$ cat src/rtl/dma_regbank_pkg.sv
package dma_regbank_pkg;
  localparam int DATA_W = 32;
  localparam int ADDR_W = 10;
  localparam int IDX_W  = 3;

  localparam int CFG_EN_BIT    = 0;
  localparam int CFG_ERRM_BIT  = 14;
  localparam int CFG_TCM_BIT   = 15;

  localparam logic [2:0] SEL_SRC  = 3'd0;
  localparam logic [2:0] SEL_DST  = 3'd1;
  localparam logic [2:0] SEL_LLI  = 3'd2;
  localparam logic [2:0] SEL_CTRL = 3'd3;
  localparam logic [2:0] SEL_CFG  = 3'd4;

  typedef enum logic [3:0] {
    RD_NONE, RD_CH, RD_ANY, RD_TCM, RD_ERRM, RD_RAWTC, RD_RAWERR,
    RD_ENMAP, RD_GCFG, RD_SYNC, RD_ID
  } rdKind_e;

  typedef struct packed {
    logic             chWr;
    logic [IDX_W-1:0] ch;
    logic [2:0]       sel;
    logic             gCfgWr;
    logic             syncWr;
    logic             tcClr;
    logic             errClr;
    rdKind_e          rd;
    logic [2:0]       idIdx;
  } strobe_t;

  function automatic logic [7:0] idByte(input logic [2:0] k, input int nCh);
    case (k)
      3'd0: idByte = (nCh == 8) ? 8'h80 : 8'h81;
      3'd1: idByte = 8'h10;
      3'd2: idByte = 8'h04;
      3'd3: idByte = 8'h0A;
      3'd4: idByte = 8'h0D;
      3'd5: idByte = 8'hF0;
      3'd6: idByte = 8'h05;
      default: idByte = 8'hB1;
    endcase
  endfunction
endpackage

$ cat src/rtl/dma_regbank_ctrl.sv
module dma_regbank_ctrl
  import dma_regbank_pkg::*;
#(
  parameter int NUM_CH = 8
) (
  input  logic              clk,
  input  logic              rstN,
  input  logic              busSel,
  input  logic              busWrite,
  input  logic [ADDR_W-1:0] wordAddr,
  output strobe_t           stb,
  output logic              startPulse
);
  localparam logic [3:0] REGION_GLB = 4'h0;
  localparam logic [3:0] REGION_CH  = 4'h1;
  localparam logic [6:0] REGION_ID  = 7'h7F;

  logic isWr, isRd, inCh, inGlb, inId, chOk;
  logic [5:0] gIdx;

  assign isWr  = busSel && busWrite;
  assign isRd  = busSel && !busWrite;
  assign inCh  = wordAddr[9:6] == REGION_CH;
  assign inGlb = wordAddr[9:6] == REGION_GLB;
  assign inId  = wordAddr[9:3] == REGION_ID;
  assign gIdx  = wordAddr[5:0];
  assign chOk  = inCh && (int'(wordAddr[5:3]) < NUM_CH) && (wordAddr[2:0] <= SEL_CFG);

  always_comb begin
    stb        = '0;
    stb.ch     = wordAddr[5:3];
    stb.sel    = wordAddr[2:0];
    stb.idIdx  = wordAddr[2:0];
    stb.chWr   = isWr && chOk;
    stb.gCfgWr = isWr && inGlb && gIdx == 6'd12;
    stb.syncWr = isWr && inGlb && gIdx == 6'd13;
    stb.tcClr  = isWr && inGlb && gIdx == 6'd2;
    stb.errClr = isWr && inGlb && gIdx == 6'd4;
    stb.rd     = RD_NONE;
    if (isRd) begin
      if (chOk)      stb.rd = RD_CH;
      else if (inId) stb.rd = RD_ID;
      else if (inGlb) begin
        case (gIdx)
          6'd0:    stb.rd = RD_ANY;
          6'd1:    stb.rd = RD_TCM;
          6'd3:    stb.rd = RD_ERRM;
          6'd5:    stb.rd = RD_RAWTC;
          6'd6:    stb.rd = RD_RAWERR;
          6'd7:    stb.rd = RD_ENMAP;
          6'd12:   stb.rd = RD_GCFG;
          6'd13:   stb.rd = RD_SYNC;
          default: stb.rd = RD_NONE;
        endcase
      end
    end
  end

  always_ff @(posedge clk) begin
    if (!rstN) startPulse <= 1'b0;
    else       startPulse <= (stb.chWr && stb.sel == SEL_CFG) || stb.gCfgWr;
  end
endmodule

$ cat src/rtl/dma_regbank_dp.sv
module dma_regbank_dp
  import dma_regbank_pkg::*;
#(
  parameter int NUM_CH = 8
) (
  input  logic              clk,
  input  logic              rstN,
  input  strobe_t           stb,
  input  logic [DATA_W-1:0] busWdata,
  output logic [DATA_W-1:0] busRdata,
  input  logic              updValid,
  input  logic [IDX_W-1:0]  updCh,
  input  logic [DATA_W-1:0] updSrc,
  input  logic [DATA_W-1:0] updDst,
  input  logic [DATA_W-1:0] updLli,
  input  logic [DATA_W-1:0] updCtrl,
  input  logic [DATA_W-1:0] updCfg,
  input  logic [NUM_CH-1:0] tcSet,
  input  logic [NUM_CH-1:0] errSet,
  output logic              irqErr,
  output logic              irqTc,
  output logic              irqAny
);
  logic [DATA_W-1:0] srcR [NUM_CH];
  logic [DATA_W-1:0] dstR [NUM_CH];
  logic [DATA_W-1:0] lliR [NUM_CH];
  logic [DATA_W-1:0] ctlR [NUM_CH];
  logic [DATA_W-1:0] cfgR [NUM_CH];
  logic [DATA_W-1:0] gCfgR, syncR;
  logic [NUM_CH-1:0] rawTc, rawErr, tcMask, errMask, enMap, tcMsk, errMsk;

  always_ff @(posedge clk) begin
    if (!rstN) begin
      for (int c = 0; c < NUM_CH; c++) begin
        srcR[c] <= '0; dstR[c] <= '0; lliR[c] <= '0; ctlR[c] <= '0; cfgR[c] <= '0;
      end
    end else begin
      for (int c = 0; c < NUM_CH; c++) begin
        if (updValid && updCh == IDX_W'(c)) begin
          srcR[c] <= updSrc; dstR[c] <= updDst; lliR[c] <= updLli;
          ctlR[c] <= updCtrl; cfgR[c] <= updCfg;
        end
        if (stb.chWr && stb.ch == IDX_W'(c)) begin
          case (stb.sel)
            SEL_SRC:  srcR[c] <= busWdata;
            SEL_DST:  dstR[c] <= busWdata;
            SEL_LLI:  lliR[c] <= busWdata;
            SEL_CTRL: ctlR[c] <= busWdata;
            default:  cfgR[c] <= busWdata;
          endcase
        end
      end
    end
  end

  always_ff @(posedge clk) begin
    if (!rstN) begin
      gCfgR <= '0; syncR <= '0; rawTc <= '0; rawErr <= '0;
    end else begin
      if (stb.gCfgWr) gCfgR <= busWdata;
      if (stb.syncWr) syncR <= busWdata;
      rawTc  <= (rawTc  & ~(stb.tcClr  ? busWdata[NUM_CH-1:0] : '0)) | tcSet;
      rawErr <= (rawErr & ~(stb.errClr ? busWdata[NUM_CH-1:0] : '0)) | errSet;
    end
  end

  for (genvar g = 0; g < NUM_CH; g++) begin : g_chBits
    assign tcMask[g]  = cfgR[g][CFG_TCM_BIT];
    assign errMask[g] = cfgR[g][CFG_ERRM_BIT];
    assign enMap[g]   = cfgR[g][CFG_EN_BIT];
  end

  assign tcMsk  = rawTc & tcMask;
  assign errMsk = rawErr & errMask;
  assign irqTc  = |tcMsk;
  assign irqErr = |errMsk;
  assign irqAny = irqTc || irqErr;

  always_comb begin
    busRdata = '0;
    case (stb.rd)
      RD_CH: begin
        case (stb.sel)
          SEL_SRC:  busRdata = srcR[stb.ch];
          SEL_DST:  busRdata = dstR[stb.ch];
          SEL_LLI:  busRdata = lliR[stb.ch];
          SEL_CTRL: busRdata = ctlR[stb.ch];
          default:  busRdata = cfgR[stb.ch];
        endcase
      end
      RD_ANY:    busRdata = DATA_W'(tcMsk | errMsk);
      RD_TCM:    busRdata = DATA_W'(tcMsk);
      RD_ERRM:   busRdata = DATA_W'(errMsk);
      RD_RAWTC:  busRdata = DATA_W'(rawTc);
      RD_RAWERR: busRdata = DATA_W'(rawErr);
      RD_ENMAP:  busRdata = DATA_W'(enMap);
      RD_GCFG:   busRdata = gCfgR;
      RD_SYNC:   busRdata = syncR;
      RD_ID:     busRdata = DATA_W'(idByte(stb.idIdx, NUM_CH));
      default:   busRdata = '0;
    endcase
  end
endmodule

$ cat src/rtl/dma_regbank.sv
module dma_regbank
  import dma_regbank_pkg::*;
#(
  parameter int NUM_CH = 8
) (
  input  logic              clk,
  input  logic              rstN,
  input  logic              busSel,
  input  logic              busWrite,
  input  logic [ADDR_W-1:0] wordAddr,
  input  logic [DATA_W-1:0] busWdata,
  output logic [DATA_W-1:0] busRdata,
  input  logic              updValid,
  input  logic [IDX_W-1:0]  updCh,
  input  logic [DATA_W-1:0] updSrc,
  input  logic [DATA_W-1:0] updDst,
  input  logic [DATA_W-1:0] updLli,
  input  logic [DATA_W-1:0] updCtrl,
  input  logic [DATA_W-1:0] updCfg,
  input  logic [NUM_CH-1:0] tcSet,
  input  logic [NUM_CH-1:0] errSet,
  output logic              irqErr,
  output logic              irqTc,
  output logic              irqAny,
  output logic              startPulse
);
  strobe_t stb;

  dma_regbank_ctrl #(.NUM_CH(NUM_CH)) u_ctrl (
    .clk(clk), .rstN(rstN), .busSel(busSel), .busWrite(busWrite),
    .wordAddr(wordAddr), .stb(stb), .startPulse(startPulse)
  );

  dma_regbank_dp #(.NUM_CH(NUM_CH)) u_dp (
    .clk(clk), .rstN(rstN), .stb(stb), .busWdata(busWdata), .busRdata(busRdata),
    .updValid(updValid), .updCh(updCh), .updSrc(updSrc), .updDst(updDst),
    .updLli(updLli), .updCtrl(updCtrl), .updCfg(updCfg),
    .tcSet(tcSet), .errSet(errSet),
    .irqErr(irqErr), .irqTc(irqTc), .irqAny(irqAny)
  );
endmodule

$ cat config.mk
export PLATFORM = sky130hd
export DESIGN_NAME = dma_regbank
export DESIGN_NICKNAME = d
export VERILOG_FILES = /design/src/rtl/dma_regbank_pkg.sv /design/src/rtl/dma_regbank_ctrl.sv /design/src/rtl/dma_regbank_dp.sv /design/src/rtl/dma_regbank.sv
export SDC_FILE = /design/constraint.sdc
export NUM_CORES = 2
export LEC_CHECK = 0
export BUFFER_PORTS_ARGS = -buffer_cell sky130_fd_sc_hd__buf_2
export CAP_MARGIN = 10
export CORE_UTILIZATION = 40
export DETAILED_ROUTE_END_ITERATION = 16
export SKIP_CTS_REPAIR_TIMING = 1
export SLEW_MARGIN = 20
export SYNTH_ARGS = -nofsm -noshare
export SYNTH_HDL_FRONTEND = slang
export SYNTH_HIERARCHICAL = 1
export SYNTH_SLANG_ARGS = --single-unit
$ cat constraint.sdc
create_clock -name clk -period 4 [get_ports clk]
set_input_delay 0.6 -clock clk [delete_from_list [all_inputs] [get_ports clk]]
set_output_delay 0.6 -clock clk [all_outputs]
set_load 0.01 [all_outputs]
==> impl_metrics.json <==
{
  "met2_length_um": 132000,
  "pwr_density_cell_mw_per_mm2": 424,
  "cap_violations": 0,
  "grt_use_total_pct": 33.3,
  "synth_fp_nets": 6459,
  "antenna_found_initial": 72,
  "synth-main-ff-cell": "edfxtp_1",
  "hold_violations": 0,
  "endpoint_kind": "output port",
  "route.detailed.drc": 0,
  "p_int_mw": 25.6,
  "slew_headroom_pct": 16.4,
  "worst_hold_slack_ns": 0.0221,
  "via_per_inst": 6.42,
  "fin_skew_ns": 0,
  "syn_inst": 6232,
  "grt_max_degree": 76,
  "core_area_mm2": 0.172,
  "rsz0062_at_grt": "yes",
  "routed_wl_um": 299000,
  "synth_edf_count": 1280,
  "drv_slew": 0,
  "seqPwrFrac_pct": 48.9,
  "max_freq_ghz": 0.243,
  "postLayoutSetupSlackWorst_ns": -0.110,
  "tightest_slew_ns": 1.25,
  "arrival_ns": 3.51,
  "hold_class": "input pin to register",
  "place.gp.congestion": 1.03,
  "leakage_nw": 28.2,
  "num_vias": 56833,
  "cts_tree": "built",
  "gr-total-overflow": 0,
  "wl_met3_um": 38800,
  "grt_pass1_vias": 52906,
  "swShare_pct": 25.6,
  "final_cells": 8852,
  "cp_data_required_time_ns": 3.40,
  "ys_seq_area_share_pct": 57.4,
  "layout_commonest_cell": "nand2_1",
  "cts.sinks": 1361,
  "power_switching_mw": 8.81,
  "grt_pass1_wl_um": 414000,
  "ios": 262,
  "dr.first_iter.drc_count": 9115,
  "ys_types": 82,
  "clk_pin_slew_worst_paths_ns": 0.06,
  "ant_nets": 0,
  "finalCriticalPeriod_ns": 4.11,
  "top_layer": "met5",
  "nets": 6606,
  "place_hpwl_um": 190000,
  "met1Wirelength_um": 109000,
  "combPwrFrac_pct": 10.6,
  "first_pass_iters": 6,
  "start_util_pct": 40.5,
  "cp_slowest_cell": "a21oi_1",
  "p_clk_share_pct": 40.5,
  "drive_gt1_share_pct": 20.2,
  "post-route-period-util_pct": 103,
  "synthesis.area_mm2": 0.0698,
  "yosysWarnings": 6,
  "startpoint_type": "input pin",
  "wl_per_cell_um": 33.8,
  "async_flop_share_pct": 0,
  "avgSynthCellArea_um2": 11.2,
  "crit_type": "input pin to output port",
  "max_stage_delay_ns": 0.91,
  "crit_path_max_fanout": 39,
  "violations": "setup timing",
  "insertion_delay_ns": 0.80,
  "layout_common_cells": "1710 x nand2_1, 1280 x edfxtp_1, 798 x o21ai_0, 469 x a22o_1, 298 x buf_4",
  "fp.dieH_um": 420,
  "die-area_mm2": 0.176,
  "vdd.ir_drop.worst_v": 0.000355,
  "cts-buffers-inserted": 151,
  "die_x_um": 420,
  "rows": 152,
  "setup_violations": 4,
  "outcome": "finished, violations left",
  "clk_path_buf_depth": 3,
  "port_buffers": 261,
  "dp_cells": 8536,
  "syn_to_final_growth_pct": 16.3,
  "h-tree-depth": 4,
  "synth-seq-cells": 1361,
  "ctsRootBufferMaster": "clkbuf_16",
  "cp_cell_sequence": "buf_8 > buf_12 > nand2b_2 > buf_12 > o221ai_1 > buf_4 > a21oi_1 > o41ai_4 > buf_4 > nand2_1 > buf_2"
}
[cell usage after synthesis (5+ instances only)]
library cell,count,area (um2)
buf_6,9,101
nand4b_1,6,52.6
nand2b_1,7,43.8
nor2_1,91,342
inv_1,13,48.8
mux2i_1,106,1060
a41oi_1,7,61.3
a221oi_1,18,158
nand2_1,1710,6420
a21oi_1,95,475
nand3b_1,15,113
nor3b_1,6,45.0
nor2b_1,92,576
and2_1,9,56.3
and3b_1,5,43.8
nand3_1,131,656
nor4bb_1,5,50.1
dfxtp_1,81,1620
o21ai_0,814,4070
o22ai_1,24,150
a31oi_1,41,257
nor3_1,13,65.1
mux4_2,242,5450
a32oi_1,6,52.6
a22oi_1,25,188
o21ai_1,8,40.0
o211ai_1,22,165
a221o_1,9,90.1
o21a_1,6,45.0
nand4_1,5,31.3
clkbuf_1,489,1840
a211oi_1,23,173
mux2_2,53,597
o221ai_1,34,298
o32a_1,8,80.1
buf_4,39,293
edfxtp_1,1280,38400
a22o_1,469,4110
buf_1,23,86.3
buf_2,110,551
[worst paths after layout]
| path | from | endpoint | slack [ns] | depth (start not counted) |
|---|---|---|---|---|
| setup reg to reg | u_dp/rawTc[3]$_SDFF_PN0_ | u_dp/rawTc[3]$_SDFF_PN0_ | 3.23 | 2 |
| hold reg to reg | u_dp/gCfgR[19]$_SDFFE_PN0P_ | u_dp/gCfgR[19]$_SDFFE_PN0P_ | 0.53 | 2 |
| setup / recovery | wordAddr[3] | busRdata[6] | -0.11 | 11 |
| hold / removal | tcSet[4] | u_dp/rawTc[4]$_SDFF_PN0_ | 0.02 | 3 |
[flip-flops by register name, summed over array words and instances, names as in the netlist, 32 cells and up]
| signal | count |
|---|---|
| u_dp/lliR | 256 |
| u_dp/cfgR | 256 |
| u_dp/gCfgR | 32 |
| u_dp/ctlR | 256 |
| u_dp/dstR | 256 |
| u_dp/syncR | 32 |
| u_dp/srcR | 256 |
[final cells by class]
type | count | area, um2
diodes | 45 | 113
clock buffers | 195 | 4080
clock inverters | 76 | 763
fillers | 15401 | 91300
inverters | 13 | 51.3
multi-input cells | 4184 | 27500
flip-flops and latches | 1361 | 40100
well taps | 2310 | 2890
repair buffers | 668 | 5760
[layer usage]
metal | track usage (%) | vias to the layer above
met3 | 9.08 | 786
met1 | 43.4 | 28127
li1 | - | 23533
met5 | 0 | -
met2 | 49.7 | 4351
met4 | 19.8 | 36
[cells by family (layout without fill, tap and decap cells)]
kind of cell / count (synthesis) / after routing / synth area share [%]
compound gates: 1645 / 1645 / 15.4
xor+xnor: 1 / 1 / 0.0125
fa+ha+maj: 5 / 5 / 0.0753
buf+inv: 687 / 952 / 4.27
flops: 1361 / 1361 / 57.4
mux: 403 / 403 / 10.3
other cells: 0 / 45 / 0
simple gates: 2130 / 2130 / 12.6
[power by group through the flow]
stage               Combinational, mW  Sequential (mW)  Clock, mW
CTS                              3.54             16.8       14.0
global placement                 3.50             17.1          0
floorplan                        1.75             17.0          0
detailed placement               3.53             17.1          0
finish                           3.66             16.8       14.0
global route                     3.72             16.9       14.5
[through the flow]
step           power (mW)  setup slack (ns)  utilization (%)  cell area [um2]  TNS (ns)
2_1_floorplan        18.8            -0.424                -            69800   -113.19
3_3_place_gp         20.6            -0.437             44.1            76100     -1.36
3_5_place_dp         20.7            -0.410             44.2            76200    -0.690
4_1_cts              34.4            -0.411             47.0            81000    -0.790
5_1_grt              35.1           -0.0643             47.1            81200    -0.156
6_report             34.4            -0.110             47.1            81200    -0.273
[critical path: cells and delay by family]
family	cells	cell delay, ns
buf+inv	6	1.20
compound gates	3	1.29
simple gates	2	0.33
Power figures use the tool's default switching activity.
